[config.mk]
export PLATFORM = sky130hd
export DESIGN_NAME = load_expose_issuer
export DESIGN_NICKNAME = d
export VERILOG_FILES = /design/src/rtl/load_expose_issuer.sv
export SDC_FILE = /design/constraint.sdc
export NUM_CORES = 1
export LEC_CHECK = 0
export ABC_AREA = 1
export ABC_CLOCK_PERIOD_IN_PS = 11200
export BUFFER_PORTS_ARGS = -buffer_cell sky130_fd_sc_hd__buf_2
export CELL_PAD_IN_SITES_DETAIL_PLACEMENT = 0
export CELL_PAD_IN_SITES_GLOBAL_PLACEMENT = 1
export CORE_MARGIN = 8
export CORE_UTILIZATION = 39
export DETAILED_ROUTE_END_ITERATION = 16
export PLACE_DENSITY = 0.91
export SLEW_MARGIN = 5
export SYNTH_ARGS = -nofsm -noshare
export SYNTH_HDL_FRONTEND = slang
export SYNTH_SLANG_ARGS = --single-unit
[constraint.sdc]
create_clock -name clk -period 11.2 [get_ports clk]
set_input_delay 0.56 -clock clk [delete_from_list [all_inputs] [get_ports clk]]
set_output_delay 0.56 -clock clk [all_outputs]
set_load 0.02 [all_outputs]
[src/rtl/load_expose_issuer.sv]
module load_expose_issuer #(
  parameter int DEPTH = 16,
  parameter int CW = 16,
  localparam int IW = $clog2(DEPTH),
  localparam int PW = IW + 1
) (
  input  logic             clk,
  input  logic             rst,
  input  logic [IW-1:0]    lq_head,
  input  logic [IW:0]      lq_count,
  input  logic [DEPTH-1:0] alloc,
  input  logic [DEPTH-1:0] need_post,
  input  logic [DEPTH-1:0] ready_exp,
  input  logic [DEPTH-1:0] faulted,
  input  logic [DEPTH-1:0] executed,
  input  logic [DEPTH-1:0] expose_only,
  input  logic [DEPTH-1:0] split,
  input  logic [DEPTH-1:0] l1hit_lo,
  input  logic [DEPTH-1:0] l1hit_hi,
  input  logic [DEPTH-1:0] squash_mask,
  output logic             req_valid,
  input  logic             req_ready,
  output logic [IW-1:0]    req_idx,
  output logic             req_high,
  output logic             req_validate,
  input  logic             rsp_valid,
  input  logic [IW-1:0]    rsp_idx,
  input  logic [7:0]       rsp_chk_lo,
  input  logic [7:0]       rsp_chk_hi,
  output logic [DEPTH-1:0] commit_rdy,
  output logic [DEPTH-1:0] reexec,
  output logic [CW-1:0]    cnt_validate,
  output logic [CW-1:0]    cnt_expose,
  output logic [CW-1:0]    cnt_converted
);

  logic [DEPTH-1:0] armed, sent, done, sq, rx;
  logic [PW-1:0]    pend;
  logic             hi_phase;
  logic [IW-1:0]    hold_idx;

  logic [DEPTH-1:0] in_q, kill, elig, newarm;
  logic             found;
  logic [IW-1:0]    pick, cur;

  assign kill = squash_mask | alloc;

  always_comb begin
    for (int i = 0; i < DEPTH; i++)
      in_q[i] = {1'b0, IW'(i) - lq_head} < lq_count;
  end

  assign elig   = armed & ~sent & ~sq & in_q & ~kill;
  assign newarm = need_post & ready_exp & in_q & ~armed & ~sent & ~sq & ~kill;

  always_comb begin
    found = 1'b0;
    pick  = '0;
    for (int k = 0; k < DEPTH; k++) begin
      if (!found && pend != '0 && elig[lq_head + IW'(k)]) begin
        found = 1'b1;
        pick  = lq_head + IW'(k);
      end
    end
  end

  assign cur = hi_phase ? hold_idx : pick;

  wire lo_v    = !expose_only[cur] && !l1hit_lo[cur];
  wire hi_v    = !expose_only[cur] && !l1hit_hi[cur];
  wire all_exp = !lo_v && (!split[cur] || !hi_v);

  wire hi_ok      = hi_phase && elig[hold_idx];
  wire lo_go      = !hi_phase && found && !faulted[pick];
  wire fault_take = !hi_phase && found && faulted[pick];
  wire rec        = (hi_ok && req_ready) || (lo_go && req_ready && !split[pick]);
  wire take       = rec || fault_take;

  assign req_valid    = hi_ok || lo_go;
  assign req_idx      = cur;
  assign req_high     = hi_phase;
  assign req_validate = hi_phase ? hi_v : lo_v;

  wire rv_lo    = !expose_only[rsp_idx] && !l1hit_lo[rsp_idx];
  wire rv_hi    = split[rsp_idx] && !expose_only[rsp_idx] && !l1hit_hi[rsp_idx];
  wire rsp_fail = (rv_lo && rsp_chk_lo == 8'h00) || (rv_hi && rsp_chk_hi == 8'h00);
  wire rsp_ok   = rsp_valid && sent[rsp_idx] && !done[rsp_idx] && !sq[rsp_idx] && !kill[rsp_idx];

  always_ff @(posedge clk) begin
    if (rst) begin
      armed <= '0; sent <= '0; done <= '0; sq <= '0; rx <= '0;
      pend <= '0; hi_phase <= 1'b0; hold_idx <= '0;
      cnt_validate <= '0; cnt_expose <= '0; cnt_converted <= '0;
    end else begin
      pend <= pend + PW'($countones(newarm)) - PW'($countones(kill & armed & ~sent))
                   - PW'(take);
      hi_phase <= lo_go && req_ready && split[pick];
      if (lo_go && req_ready && split[pick]) hold_idx <= pick;
      if (rec) begin
        if (all_exp) cnt_expose <= cnt_expose + 1'b1;
        else         cnt_validate <= cnt_validate + 1'b1;
        if (expose_only[cur]) cnt_converted <= cnt_converted + 1'b1;
      end
      for (int i = 0; i < DEPTH; i++) begin
        if (alloc[i]) begin
          armed[i] <= 1'b0; sent[i] <= 1'b0; done[i] <= 1'b0;
          sq[i] <= 1'b0; rx[i] <= 1'b0;
        end else begin
          if (squash_mask[i]) begin
            sq[i] <= 1'b1;
            armed[i] <= 1'b0;
          end else if (newarm[i]) begin
            armed[i] <= 1'b1;
          end
          if (take && cur == IW'(i)) begin
            sent[i] <= 1'b1;
            if (fault_take || all_exp) done[i] <= 1'b1;
          end
          if (rsp_ok && rsp_idx == IW'(i)) begin
            done[i] <= 1'b1;
            rx[i]   <= rsp_fail;
          end
        end
      end
    end
  end

  assign commit_rdy = executed & done & ~sq;
  assign reexec     = rx;

  assert_pend_tracks_armed_R1: assert property (@(posedge clk) disable iff (rst)
    pend == PW'($countones(armed & ~sent)));

  assert_req_only_armed_R2: assert property (@(posedge clk) disable iff (rst)
    req_valid |-> (armed[req_idx] && !sent[req_idx] && !sq[req_idx]));

  assert_high_after_low_R5: assert property (@(posedge clk) disable iff (rst)
    (req_valid && req_high) |-> $past(req_valid && req_ready && !req_high));

  assert_done_implies_sent_R7: assert property (@(posedge clk) disable iff (rst)
    (done & ~sent) == '0);

  assert_reexec_from_rsp_R8: assert property (@(posedge clk) disable iff (rst)
    ((rx & ~$past(rx)) != '0) |-> $past(rsp_valid));

endmodule

======== Word level (Yosys, flattened, before mapping) ========
Cells that the tools add are included.
cells by class
  reduce and logical (&&, ||, !) cells .... 207
  $lt $le $gt $ge ......................... 36
  mux-type cells .......................... 129
  eq/ne operators ......................... 30
  bitwise gates (word level) .............. 20
  add/subtract/negate cells ............... 67
operators with widths
  kind                     count
  $and A16 B16 Y16         14
  $bmux W1 S4              31
  $lt A4 B5 Y1 const B     20
  $logic_and A1 B1 Y1      83
  $mux W1                  81
  $lt A4 B5 Y1             16
  $mux W4                  17
  $eq A4 B4 Y1 const B     16
  $not A16 Y16             4
  $reduce_bool A2 Y1       32
  $add A16 B1 Y16 const B  3
  $reduce_or A3 Y1         16
  $reduce_and A2 Y1        19
  $add A1 B1 Y2            16
  $add A4 B4 Y4 const B    8
  $eq A4 B3 Y1 const B     8
  $reduce_or A2 Y1         16
  $sub A4 B4 Y4 const A    8
  $logic_not A1 Y1         30
  $add A2 B2 Y3            8
  $add A3 B3 Y4            4
  $add A4 B3 Y4 const B    4
  $eq A4 B2 Y1 const B     4
  $logic_not A8 Y1         2
  15 further kinds         29
word-level totals
  output and inout port bits .............. 87
  input port bits ......................... 193
  flip-flop bits (word level) ............. 138
  word-level logic and storage cells ...... 575

======== Longest topological paths before layout ========
  depth in word-level cells ............... 81
  depth in mapped cells ................... 56
  depth with buffers taken out ............ 55

======== Worst setup path before layout ========
No wires, ideal clock.
  kind .................................... input -> register
  start point ............................. input port lq_head[1]
  end point ............................... register pend[3]
  path buffers ............................ 2
  data arrival time ....................... 8.641 ns
  required time ........................... 11.072 ns
  setup slack ............................. 2.432 ns
  stages on the path ...................... 52
  library setup time ...................... 0.128 ns
  path through ............................ inv_1 clkbuf_1 ha_1 nor2_1 nor2_1 inv_1 ha_1 inv_1 nor2_1 nand3_1 nand4_1 nand2_1 nand2_1 nand2_1 nand2_1 nand3_2 nand3_2 nand3_1 [16 not listed] nand3_1 nand2_2 nand2_2 nand2_1 fa_1 fa_1 inv_1 fa_1 inv_1 fa_1 fa_1 fa_1 inv_1 ha_1 inv_1 fa_1 xor2_1 nor2_1
between the ends
  word-level cells in the longest chain between the ends .. 77
  elaborated cells on any way between the ends .. 199
  classes of those cells .................. 49 x add/sub; 16 x order compare; 70 x mux; 7 x bitwise; 57 x reduce/logical
ends and longest elaborated chain
  element                                      RTL line  source
  start: declaration                           9         input logic [IW-1:0] lq_head,
  $sub A1 B4 Y4, or another cell as far along  50        in_q[i] = {1'b0, IW'(i) - lq_head} < lq_count;
  $lt A4 B5 Y1                                 50
  $and A16 B16 Y16 (2 in series)               53        assign elig = armed & ~sent & ~sq & in_q & ~kill;
  $bmux W1 S4                                  60        if (!found && pend != '0 && elig[lq_head + IW'(k)]) begin
  $mux W1 (implied by the code)                60
  $logic_and A1 B1 Y1                          60
  $mux W1                                      60
  $logic_not A1 Y1                             60
  [59 not listed]                              n/a
  $bmux W1 S4                                  74, 75
  $mux W1 (implied by the code)                74, 75
  $logic_not A1 Y1                             74        wire lo_go = !hi_phase && found && !faulted[pick];
  $logic_and A1 B1 Y1                          74
  $logic_and A1 B1 Y1 (2 in series)            76        wire rec = (hi_ok && req_ready) || (lo_go && req_ready && !split[pick]);
  $logic_or A1 B1 Y1                           76
  $logic_or A1 B1 Y1                           77        wire take = rec || fault_take;
  $sub A5 B1 Y5 *                              96        - PW'(take);
  end signal: assignment                       95        pend <= pend + PW'($countones(newarm)) - PW'($countones(kill & armed & ~sent))
  end: declaration                             38        logic [PW-1:0] pend;
Mark *: on every way between the ends. The rest lies on a longest branch, timed or not. The select of a mux whose other input is x is not followed.
A chain may end at the register's enable or synchronous reset.

======== Worst setup path in the final report ========
  start point ............................. input port lq_head[1]
  end point ............................... register pend[4]
Same word-level chain as after synthesis.

==> flow_summary_export.csv <==
group,metric,value,unit
global_route,grt_pass1_vias,14700,
final_layout,final_core_util,0.4729,
placed_design,dpl.hpwl,44830,um
placed_design,placed_cell_area,14730,um^2
worst_setup_path,crit_fanout,17,
die,std_cell_rows,66,
worst_setup_path,rrSetupSlack,2.84,ns
timing,hold_violations,0,
clock_network,clock_path_buffers,2,
pwr,p_per_area,219.7,nW/um^2
timing,fmax,102.2,MHz
synth,synth_edf_count,0,
synth,synth_cell_types,57,
synth,synth_area_per_cell,6.159,um^2
die,die_w,198.2,um
pwr,power,0.003389,W
worst_setup_path,reg2reg_from,"sq[3]",
final_layout,final_common_cell,"nand2_1",
final_layout,nNetsFinal,2632,
global_route,grtUsageTotal,0.2746,
worst_setup_path,cp_data_required_time,11.55,ns
drt,antenna_left,0,
synth,yosysSeqAreaShare,0.2135,
run,maxCapViolCount,0,
final_layout,layout-drive-gt1-share,0.1743,
die,die_area,39260,um^2
status,status,"finished, final reports clean",
drt,drtPass1Iterations,6,
timing,max-slew-margin-rel,0.2877,
synth,syn_inst,2101,
worst_setup_path,cp-start-kind,"primary input",
drt,wirelength,56120,um
worst_setup_path,ff2ff_path_depth,41,
synth,ys.flop_type,"dfxtp_1",
worst_hold_path,worstHoldPathType,"in2reg",
placed_design,gp_congestion,1.001,
drt,vias,15540,
pwr,max-vdd-ir-drop,0.1629,mV
synth,synth.net_count,2371,
pwr,leakage,7.463,nW
synth,yosysWarnings,0,
worst_setup_path,crit_arrival,10.14,ns
clock_network,cts_buffers,17,
clock_network,cts_htree_levels,4,
worst_hold_path,hp-start,"squash_mask[13]",
clock_network,cts_setup_buffers,0,
worst_setup_path,crit_path_frequent_cell,"nand2_1",
worst_setup_path,cp-end-kind,"flop",
timing,final-setup-viol-count,0,
timing,rsz0062_at_grt,"false",
global_route,grt_antenna_before_repair,5,
worst_setup_path,slowest_stage,"a21boi_0",
die,die_h,198.2,um
timing,setup_tns,0,ns
timing,holdWs,0.3058,ns
clock_network,cts_tree,"done",
clock_network,cts_root_buf,"clkbuf_16",
worst_setup_path,criticalPathCategory,"in2reg",
die,start_util,0.3967,
final_layout,design_area,15420,um^2
global_route,grt_pass1_wl,84170,um
drt,vias_per_cell,5.508,
die,core-area,32620,um^2
worst_setup_path,slowest_delay,0.65,ns
final_layout,synthToLayoutAreaGrowth,19.20,%
drt,drc,0,
clock_network,postCtsResizedCells,0,
timing,fin_worst_skew,0.01787,ns
synth,synthArstFlopShare,0,
timing,worstMarginPinSlew,1.067,ns
worst_hold_path,hold_path_end,"armed[13]",
worst_setup_path,rr_endpoint,"pend[4]",
timing,drv_slew,0,
worst_hold_path,hold_depth,2,
synth,synthesis.area,12940,um^2
final_layout,final_cell_mix,"nand2_1, inv_1, buf_2",
global_route,grt_remaining_overflow,0,
clock_network,cts.sinks,138,
clock_network,clock_latency,0.43,ns
drt,drtIter0Drc,1443,
drt,wl_per_cell,19.89,um
clock_network,cts-hold-fix-buffers,0,
timing,fin_crit,9.788,ns
global_route,grt_max_degree,52,
clock_network,clk_pin_slew,0.07,ns
die,io-pin-count,280,
synth,synth_seq_cells,138,
placed_design,io_buffer_count,279,
timing,post-route-period-util,0.8740,
-- cells by family after synthesis --
group,after synthesis,share of synthesized area
AND/OR/NAND/NOR,1209,0.4243
buffers and inverters,357,0.1111
AO/OA/AOI/OAI,268,0.1241
flip-flops,138,0.2135
adder cells (fa/ha/maj),77,0.09070
XOR/XNOR,52,0.03636
-- cell usage after synthesis (6+ instances only) --
cell type    n  share of area
nand4_1     62          0.030
buf_4        6         0.0035
nand3b_1     9         0.0052
nand3_2     13          0.010
nor3_1      53          0.020
clkbuf_1    29         0.0084
o211ai_1     6         0.0035
nor2_2       6         0.0029
xnor2_1     16          0.011
fa_1        28          0.043
a21oi_1    119          0.046
nor4_1      25          0.012
a211oi_1    10         0.0058
inv_1      284          0.082
nand2_2      8         0.0039
dfxtp_1    138           0.21
a31oi_1      6         0.0029
o21bai_1     9         0.0052
ha_1        49          0.047
inv_2       11         0.0032
xor2_1      34          0.023
buf_6        6         0.0052
nor2_4      10         0.0087
nand2_1    515           0.15
a21boi_1     8         0.0046
a22oi_1     17         0.0099
nand3_1    246          0.095
buf_2       13         0.0050
o22ai_1     14         0.0068
nor2_1     229          0.066
a221oi_1     6         0.0041
or2_2       18         0.0087
o21ai_0     51          0.020
-- report_power, final --
group,leakage [nW],internal [W],switching [W]
combinational,6.01,0.000621,0.00153
sequential,1.12,0.000533,0.0000443
clock,0.333,0.000427,0.000238
total,7.46,0.00158,0.00181
-- cell type report --
type,count,area [um^2]
fillers,3564,17190
multi-input cells,1606,8745
flip-flops and latches,138,2763
repair buffers,298,1539
inverters,301,1132
well taps,442,553.0
clock buffers,19,442.9
clock inverters,13,237.7
diodes,5,12.51
-- routing by layer --
metal | vias to the layer above | track usage | routed length (um)
met5 | - | 0 | 0
met4 | 0 | 0.09790 | 1907
met3 | 99 | 0.06112 | 5783
met2 | 841 | 0.4189 | 23850
met1 | 7169 | 0.3748 | 24580
li1 | 7434 | - | -
-- critical path: cells and delay by family --
family                   cells  cell delay [ns]
adder cells (fa/ha/maj)      9             3.76
AND/OR/NAND/NOR             25             3.05
AO/OA/AOI/OAI                6             1.41
buffers and inverters        9             1.11
XOR/XNOR                     1             0.23
-- per-stage QoR --
| stage | setup slack [ns] | cells |
|---|---|---|
| finish | 1.412 | 2822 |
| global route | 0.7019 | 2822 |
| CTS | 1.443 | 2817 |
| detailed placement | 1.063 | 2785 |
| global placement | 1.143 | 2785 |
| floorplan | 2.432 | 2101 |
-- flip-flops by register name, indices dropped and copies added (netlist names) --
| name | flops |
|---|---|
| cnt_converted | 16 |
| sent | 16 |
| req_high | 1 |
| done | 16 |
| cnt_validate | 16 |
| pend | 5 |
| reexec | 16 |
| cnt_expose | 16 |
| armed | 16 |
| hold_idx | 4 |
| sq | 16 |
-- worst max-delay path by stage --
stage	slack [ns]	to	start	cells past startpoint
after floorplan	2.43	pend[3]	lq_head[1]	52
after global placement	1.14	pend[3]	lq_head[1]	49
after detailed placement	1.06	pend[4]	lq_head[1]	50
after CTS	1.44	pend[4]	lq_head[1]	50
after global routing	0.70	pend[4]	lq_head[1]	50
final	1.41	pend[4]	lq_head[1]	50
Note: power is estimated with default switching activity, not from simulation.
